**config.mk**
```make
export PLATFORM = sky130hd
export DESIGN_NAME = interleave_issue_sched
export DESIGN_NICKNAME = d
export VERILOG_FILES = /design/src/rtl/its_pkg.sv /design/src/rtl/its_event_decode.sv /design/src/rtl/its_thread_slot.sv /design/src/rtl/its_rr_arbiter.sv /design/src/rtl/interleave_issue_sched.sv
export SDC_FILE = /design/constraint.sdc
export NUM_CORES = 1
export LEC_CHECK = 0
export BUFFER_PORTS_ARGS = -buffer_cell sky130_fd_sc_hd__buf_2
export CORE_ASPECT_RATIO = 1.75
export CORE_UTILIZATION = 54
export DETAILED_ROUTE_END_ITERATION = 7
export PLACE_DENSITY = 0.73
export SLEW_MARGIN = 20
export SYNTH_ARGS = -nofsm -noshare
export SYNTH_HDL_FRONTEND = slang
export SYNTH_SLANG_ARGS = --single-unit
```
**constraint.sdc**
```tcl
create_clock -name clk -period 9.9 [get_ports clk]
set_input_delay 0.99 -clock clk [delete_from_list [all_inputs] [get_ports clk]]
set_output_delay 0.99 -clock clk [all_outputs]
set_load 0.05 [all_outputs]
```
**src/rtl/its_pkg.sv**
```systemverilog
package its_pkg;

    typedef enum logic [1:0] {
        THR_IDLE      = 2'd0,
        THR_READY     = 2'd1,
        THR_IN_FLIGHT = 2'd2,
        THR_WAIT_BG   = 2'd3
    } thr_state_e;

    // A thread is a candidate only when it is ready and not held externally.
    function automatic logic thr_eligible(input thr_state_e st, input logic hold);
        return (st == THR_READY) && !hold;
    endfunction

    // Each event is legal in exactly one state, so at most one applies.
    function automatic thr_state_e thr_next(
        input thr_state_e st,
        input logic       issue_hit,
        input logic       start_hit,
        input logic       wb_hit,
        input logic       wb_bg,
        input logic       done_hit
    );
        thr_state_e nx;
        nx = st;
        case (st)
            THR_IDLE:      if (start_hit) nx = THR_READY;
            THR_READY:     if (issue_hit) nx = THR_IN_FLIGHT;
            THR_IN_FLIGHT: if (wb_hit)    nx = wb_bg ? THR_WAIT_BG : THR_READY;
            THR_WAIT_BG:   if (done_hit)  nx = THR_READY;
            default:       nx = THR_IDLE;
        endcase
        return nx;
    endfunction

    function automatic logic thr_pc_load(input thr_state_e st, input logic start_hit,
                                         input logic wb_hit);
        return ((st == THR_IDLE) && start_hit) || ((st == THR_IN_FLIGHT) && wb_hit);
    endfunction

endpackage

```
**src/rtl/its_event_decode.sv**
```systemverilog
module its_event_decode #(
    parameter int NUM_THREADS = 8,
    localparam int TID_W = (NUM_THREADS > 1) ? $clog2(NUM_THREADS) : 1
) (
    input  logic                   evt_valid,
    input  logic [TID_W-1:0]       evt_tid,
    output logic [NUM_THREADS-1:0] evt_hit
);
    for (genvar g = 0; g < NUM_THREADS; g++) begin : g_dec
        assign evt_hit[g] = evt_valid && (evt_tid == TID_W'(g));
    end
endmodule

```
**src/rtl/its_thread_slot.sv**
```systemverilog
module its_thread_slot
    import its_pkg::*;
#(
    parameter int   PC_W         = 32,
    parameter logic RESET_ACTIVE = 1'b0
) (
    input  logic            clk,
    input  logic            rst,
    input  logic            hold,
    input  logic            issue_hit,
    input  logic            start_hit,
    input  logic [PC_W-1:0] start_pc,
    input  logic            wb_hit,
    input  logic            wb_bg,
    input  logic [PC_W-1:0] wb_pc,
    input  logic            done_hit,
    output logic            eligible,
    output logic [PC_W-1:0] pc
);
    thr_state_e      state_q;
    logic [PC_W-1:0] pc_q;

    always_ff @(posedge clk) begin
        if (rst) begin
            state_q <= RESET_ACTIVE ? THR_READY : THR_IDLE;
            pc_q    <= '0;
        end else begin
            state_q <= thr_next(state_q, issue_hit, start_hit, wb_hit, wb_bg, done_hit);
            if (thr_pc_load(state_q, start_hit, wb_hit))
                pc_q <= (state_q == THR_IDLE) ? start_pc : wb_pc;
        end
    end

    assign eligible = thr_eligible(state_q, hold);
    assign pc       = pc_q;

    // a grant only reaches a thread that is ready and not held
    p_issue_legal_r2: assert property (@(posedge clk) disable iff (rst)
        issue_hit |-> (state_q == THR_READY && !hold));

    // writeback of an in-flight thread installs the resolved PC
    p_wb_pc_r3: assert property (@(posedge clk) disable iff (rst)
        (state_q == THR_IN_FLIGHT && wb_hit) |=> (pc_q == $past(wb_pc)));

    // a parked thread stays parked until its completion arrives
    p_parked_r4: assert property (@(posedge clk) disable iff (rst)
        (state_q == THR_WAIT_BG && !done_hit) |=> (state_q == THR_WAIT_BG));

    // PC changes only through a legal start or writeback
    p_pc_guard_r9: assert property (@(posedge clk) disable iff (rst)
        !((state_q == THR_IDLE && start_hit) || (state_q == THR_IN_FLIGHT && wb_hit))
        |=> $stable(pc_q));

endmodule

```
**src/rtl/its_rr_arbiter.sv**
```systemverilog
module its_rr_arbiter #(
    parameter int NUM_THREADS = 8,
    localparam int TID_W = (NUM_THREADS > 1) ? $clog2(NUM_THREADS) : 1
) (
    input  logic                   clk,
    input  logic                   rst,
    input  logic [NUM_THREADS-1:0] req,
    output logic [NUM_THREADS-1:0] grant,
    output logic [TID_W-1:0]       gnt_idx,
    output logic                   any
);
    logic [TID_W-1:0] last_q;

    always_comb begin
        int idx;
        grant   = '0;
        gnt_idx = '0;
        any     = 1'b0;
        for (int off = 1; off <= NUM_THREADS; off++) begin
            idx = int'(last_q) + off;
            if (idx >= NUM_THREADS) idx = idx - NUM_THREADS;
            if (!any && req[idx]) begin
                any        = 1'b1;
                grant[idx] = 1'b1;
                gnt_idx    = TID_W'(idx);
            end
        end
    end

    always_ff @(posedge clk) begin
        if (rst)      last_q <= TID_W'(NUM_THREADS - 1);
        else if (any) last_q <= gnt_idx;
    end

    // one grant at most, only to a requester, and never idle when one asks
    p_grant_onehot_r5: assert property (@(posedge clk) disable iff (rst)
        $onehot0(grant));
    p_grant_subset_r5: assert property (@(posedge clk) disable iff (rst)
        (grant & ~req) == '0);
    p_work_conserving_r6: assert property (@(posedge clk) disable iff (rst)
        (req != '0) |-> any);

endmodule

```
**src/rtl/interleave_issue_sched.sv**
```systemverilog
module interleave_issue_sched
    import its_pkg::*;
#(
    parameter int NUM_THREADS = 8,
    parameter int PC_W        = 32,
    localparam int TID_W = (NUM_THREADS > 1) ? $clog2(NUM_THREADS) : 1
) (
    input  logic                   clk,
    input  logic                   rst,
    input  logic                   start_valid,
    input  logic [TID_W-1:0]       start_tid,
    input  logic [PC_W-1:0]        start_pc,
    input  logic [NUM_THREADS-1:0] hold_mask,
    input  logic                   wb_valid,
    input  logic [TID_W-1:0]       wb_tid,
    input  logic                   wb_to_bg,
    input  logic [PC_W-1:0]        wb_next_pc,
    input  logic                   bg_done_valid,
    input  logic [TID_W-1:0]       bg_done_tid,
    output logic                   issue_valid,
    output logic [TID_W-1:0]       issue_tid,
    output logic [PC_W-1:0]        issue_pc
);
    logic [NUM_THREADS-1:0] start_hit, wb_hit, done_hit;
    logic [NUM_THREADS-1:0] elig, grant, grant_q;
    logic [PC_W-1:0]        slot_pc [NUM_THREADS];
    logic [TID_W-1:0]       gnt_idx;
    logic                   any;

    its_event_decode #(.NUM_THREADS(NUM_THREADS)) u_dec_start (
        .evt_valid(start_valid), .evt_tid(start_tid), .evt_hit(start_hit));
    its_event_decode #(.NUM_THREADS(NUM_THREADS)) u_dec_wb (
        .evt_valid(wb_valid), .evt_tid(wb_tid), .evt_hit(wb_hit));
    its_event_decode #(.NUM_THREADS(NUM_THREADS)) u_dec_done (
        .evt_valid(bg_done_valid), .evt_tid(bg_done_tid), .evt_hit(done_hit));

    for (genvar g = 0; g < NUM_THREADS; g++) begin : g_slot
        its_thread_slot #(
            .PC_W        (PC_W),
            .RESET_ACTIVE(g == 0)
        ) u_slot (
            .clk      (clk),
            .rst      (rst),
            .hold     (hold_mask[g]),
            .issue_hit(grant_q[g]),
            .start_hit(start_hit[g]),
            .start_pc (start_pc),
            .wb_hit   (wb_hit[g]),
            .wb_bg    (wb_to_bg),
            .wb_pc    (wb_next_pc),
            .done_hit (done_hit[g]),
            .eligible (elig[g]),
            .pc       (slot_pc[g])
        );
    end

    its_rr_arbiter #(.NUM_THREADS(NUM_THREADS)) u_arb (
        .clk    (clk),
        .rst    (rst),
        .req    (elig),
        .grant  (grant),
        .gnt_idx(gnt_idx),
        .any    (any)
    );

    // No issue is committed while reset is held.
    assign grant_q = rst ? '0 : grant;

    always_comb begin
        issue_pc = '0;
        for (int i = 0; i < NUM_THREADS; i++)
            if (grant_q[i]) issue_pc = issue_pc | slot_pc[i];
    end

    assign issue_valid = any && !rst;
    assign issue_tid   = issue_valid ? gnt_idx : '0;

    // nothing issues during reset
    p_quiet_in_reset_r1: assert property (@(posedge clk) rst |-> !issue_valid);

    // a bubble presents zero thread and zero PC
    p_bubble_zero_r6: assert property (@(posedge clk) disable iff (rst)
        !issue_valid |-> (issue_tid == '0 && issue_pc == '0));

    // the same thread is never issued in two consecutive cycles
    p_no_back_to_back_r2: assert property (@(posedge clk) disable iff (rst)
        issue_valid |=> !(issue_valid && issue_tid == $past(issue_tid)));

endmodule

```
==> reports/results.ini <==
[outcome]
status=finished, final reports clean

[timing]
final-hold-violation-count=0
tns_ns=0
rsz0062_at_grt=no
fmax_mhz=129.3
drv_slew=0
finClkSkew_ns=0.007905
fin_crit_ns=7.736
relSlewSlack_pct=20.32
tightest_slew_ns=1.192
final.setup.worst_slack_ns=2.164
setup_violations=0
fin_crit_sh_pct=78.14

[cells_and_area]
drive_above_1_share_pct=13.26
final_common_cell=nor2_1
num-fill-cells=2732
final_area_um2=17860
final_nets=1992
mostFrequentLayoutCells=nor2_1, dfxtp_1, mux2i_1
synthToLayoutAreaGrowth_pct=8.408
finalNonFillerCells=2275

[route]
viasPerCell=6.623
drcViolationCount=0
wl_per_cell_um=23.60
vias=15067
totalWireLength_um=53690
drt_first_pass_iters=5
drt_iter0_drc=1147
postRouteAntennaNets=0

[clock_tree]
htreeDepth=1
postCtsHoldBufs=0
cts_tree=yes
cts_num_sinks=275
cts_root_buffer=clkbuf_16
cts_buffer_depth=3
clkLatencyLatePin_ns=0.55
ctsResizeCount=0
clk_pin_slew_ns=0.07
numCtsBuffers=27
post-cts-setup-buffer-count=0

[worst_setup_path]
startpoint_type=flop
max_stage_delay_ns=0.84
critical_path.cell_chain=buf_4, inv_2, ha_1, inv_1, mux4_2, nand4_1, or4_1, a21oi_4, buf_8, and3_1, a221oi_1, nand4b_1, buf_2
crit_slowest_cell=nand4_1
required_ns=8.91
cp-end-kind=primary output
crit_fanout=32
cp_top_family=simple AND/OR/NAND/NOR gates
crit_type=flop to primary output
cp_num_buf_inv=5
worst_ep_arrival_time_ns=6.75

[yosys]
synth-async-reset-ratio_pct=0
synth_cell_types=57
synth_flop_cell=dfxtp_1
synth_top_family_by_area=compound AO/OA/AOI/OAI gates
synthMuxAreaShare_pct=19.19
yosys_warnings=0
synth_fa_ha_area_share_pct=3.038
yosys-top-cells-area=dfxtp_1, mux2i_1, a211oi_1, nor2_1, ha_1
netlist.area_leader.share_pct=33.42
yosys_register_bits=275
yosys.area.top_type=dfxtp_1
synth-xor-area-share_pct=0.2127
syn-instance-count=1919
synthesis.area_um2=16470
avgSynthCellArea_um2=8.584
synthSimpleGateAreaFrac_pct=16.35
synth_compound_area_share_pct=21.75
seq_area_frac_synth_pct=33.42
synth_fp_nets=2046
synth_edf_count=0

[pwr]
clkPwrFrac_pct=24.7
combPwrFrac_pct=45.6
p_switching_mw=1.815
p_seq_share_pct=29.7
p_leak_nw=7.483
peakVddDrop_uv=301.9
p_int_mw=2.277
powerDensity_nw_per_um2=229.2
p_sw_share_pct=44.35

[global_route]
grt_max_degree=109
grt-ovfl-total=0
track_usage_pct=34.24
antenna_found_initial=1
grt_pass1_vias=14787
grt_pass1_wl_um=83610

[placement]
placedCellCount=2222
portBuffers=122
dpl.hpwl_um=33080
place_area_um2=16990
dp_slack_ns=2.756
gp_congestion=1.010

[flow_run]
drv_cap=0

[floorplan]
fp.dieH_um=233.0
row_count=84
start_util_pct=54.80
die_w_um=134.0
dieArea_um2=31230
core_um2=30060
num_io_pins=123

[hold_path]
hold_path.class=flop to flop

-- worst register-to-register path, delay by kind of cell, from the launching register on --
kind / cells / cell delay [ns]
AND/OR/NAND/NOR: 3 / 1.78
buffers and inverters: 4 / 1.31
multiplexers: 2 / 0.92
AO/OA/AOI/OAI: 2 / 0.91
adder cells (fa/ha/maj): 1 / 0.76
flip-flops: 1 / 0.31
-- synthesized netlist by cell type (3+ instances only) --
cell type  instances
buf_1            103
o211ai_1           3
a21oi_1           28
a31oi_1            8
nor3_1            16
nor2b_1            7
a211oi_1         265
o21ai_0           32
nand3_1           20
and2_0            11
nand2_1           70
o31ai_1           10
a221oi_1          34
or2_2              7
and3_1            35
ha_1              40
mux4_2            13
nor4_1            11
dfxtp_1          275
o22ai_1            3
nor2_1           288
a41oi_1            3
nand4b_1          24
and2_1            26
a21o_1             8
mux2i_1          273
inv_1             23
clkbuf_1         112
a22o_1            11
a221o_1           30
or3_1              4
nand4_1           18
or4_1              9
a22oi_1           29
buf_2             16
nand2b_1          18
mux2_2             5
o221ai_1           3
-- layer usage --
metal	global-route usage [%]	vias up	part of all wire, %
met2	60.25	633	50
met1	38.75	7208	38
met4	22.16	0	6.1
met5	0	-	0
li1	-	7030	-
met3	4.074	196	5.7
-- power groups by stage --
stage / logic, mW / clock network, mW / registers, mW
floorplan: 1.28 / 0 / 1.22
global placement: 1.80 / 0 / 1.24
detailed placement: 1.80 / 0 / 1.24
CTS: 1.81 / 1.02 / 1.21
global route: 1.96 / 1.06 / 1.22
finish: 1.86 / 1.01 / 1.21
-- cell families (layout without fill, tap and decap cells) --
logic type,count (synthesis),in the layout
other cells,0,3
flops,275,275
fa+ha+maj,40,40
buf+inv,258,224
xor+xnor,4,4
mux,296,296
simple gates,567,567
compound gates,479,479
-- final timing paths --
path | from | endpoint | slack, ns | depth (start not counted)
hold / removal | g_slot[4].u_slot.pc[1]$_SDFFE_PP0P_ | g_slot[4].u_slot.pc[1]$_SDFFE_PP0P_ | 0.49 | 2
setup reg to reg | u_arb.last_q[0]$_SDFFE_PP1N_ | g_slot[2].u_slot.state_q[1]$_SDFFE_PP0P_ | 3.84 | 12
hold reg to reg | g_slot[4].u_slot.pc[1]$_SDFFE_PP0P_ | g_slot[4].u_slot.pc[1]$_SDFFE_PP0P_ | 0.49 | 2
setup / recovery | u_arb.last_q[0]$_SDFFE_PP1N_ | issue_pc[9] | 2.16 | 13
-- per-stage QoR --
| stage | hold slack (ns) | utilization [%] | power, mW |
|---|---|---|---|
| 3_5_place_dp | 0.4865 | 56.51 | 3.044 |
| 5_1_grt | 0.5116 | 59.39 | 4.242 |
| 3_3_place_gp | 0.4851 | 56.51 | 3.041 |
| 2_1_floorplan | 0.4677 | - | 2.503 |
| 4_1_cts | 0.4953 | 59.32 | 4.046 |
| 6_report | 0.4947 | 59.41 | 4.092 |
-- state kept, by name (all words and copies together) (netlist names) --
register / count
g_slot.u_slot.pc: 256
g_slot.u_slot.state_q: 16
u_arb.last_q: 3
-- final cells by class --
class / count / area [um2] / share of cell area, %
Clock buffer: 38 / 777.0 / 4.351
Tap cell: 387 / 484.2 / 2.712
Sequential cell: 275 / 5505 / 30.83
Timing Repair Buffer: 150 / 842.1 / 4.716
Multi-Input combinational cell: 1386 / 10080 / 56.45
Antenna cell: 3 / 7.507 / 0.04204
Inverter: 25 / 93.84 / 0.5255
Clock inverter: 11 / 66.31 / 0.3714
Note: power is estimated with default switching activity, not from simulation.
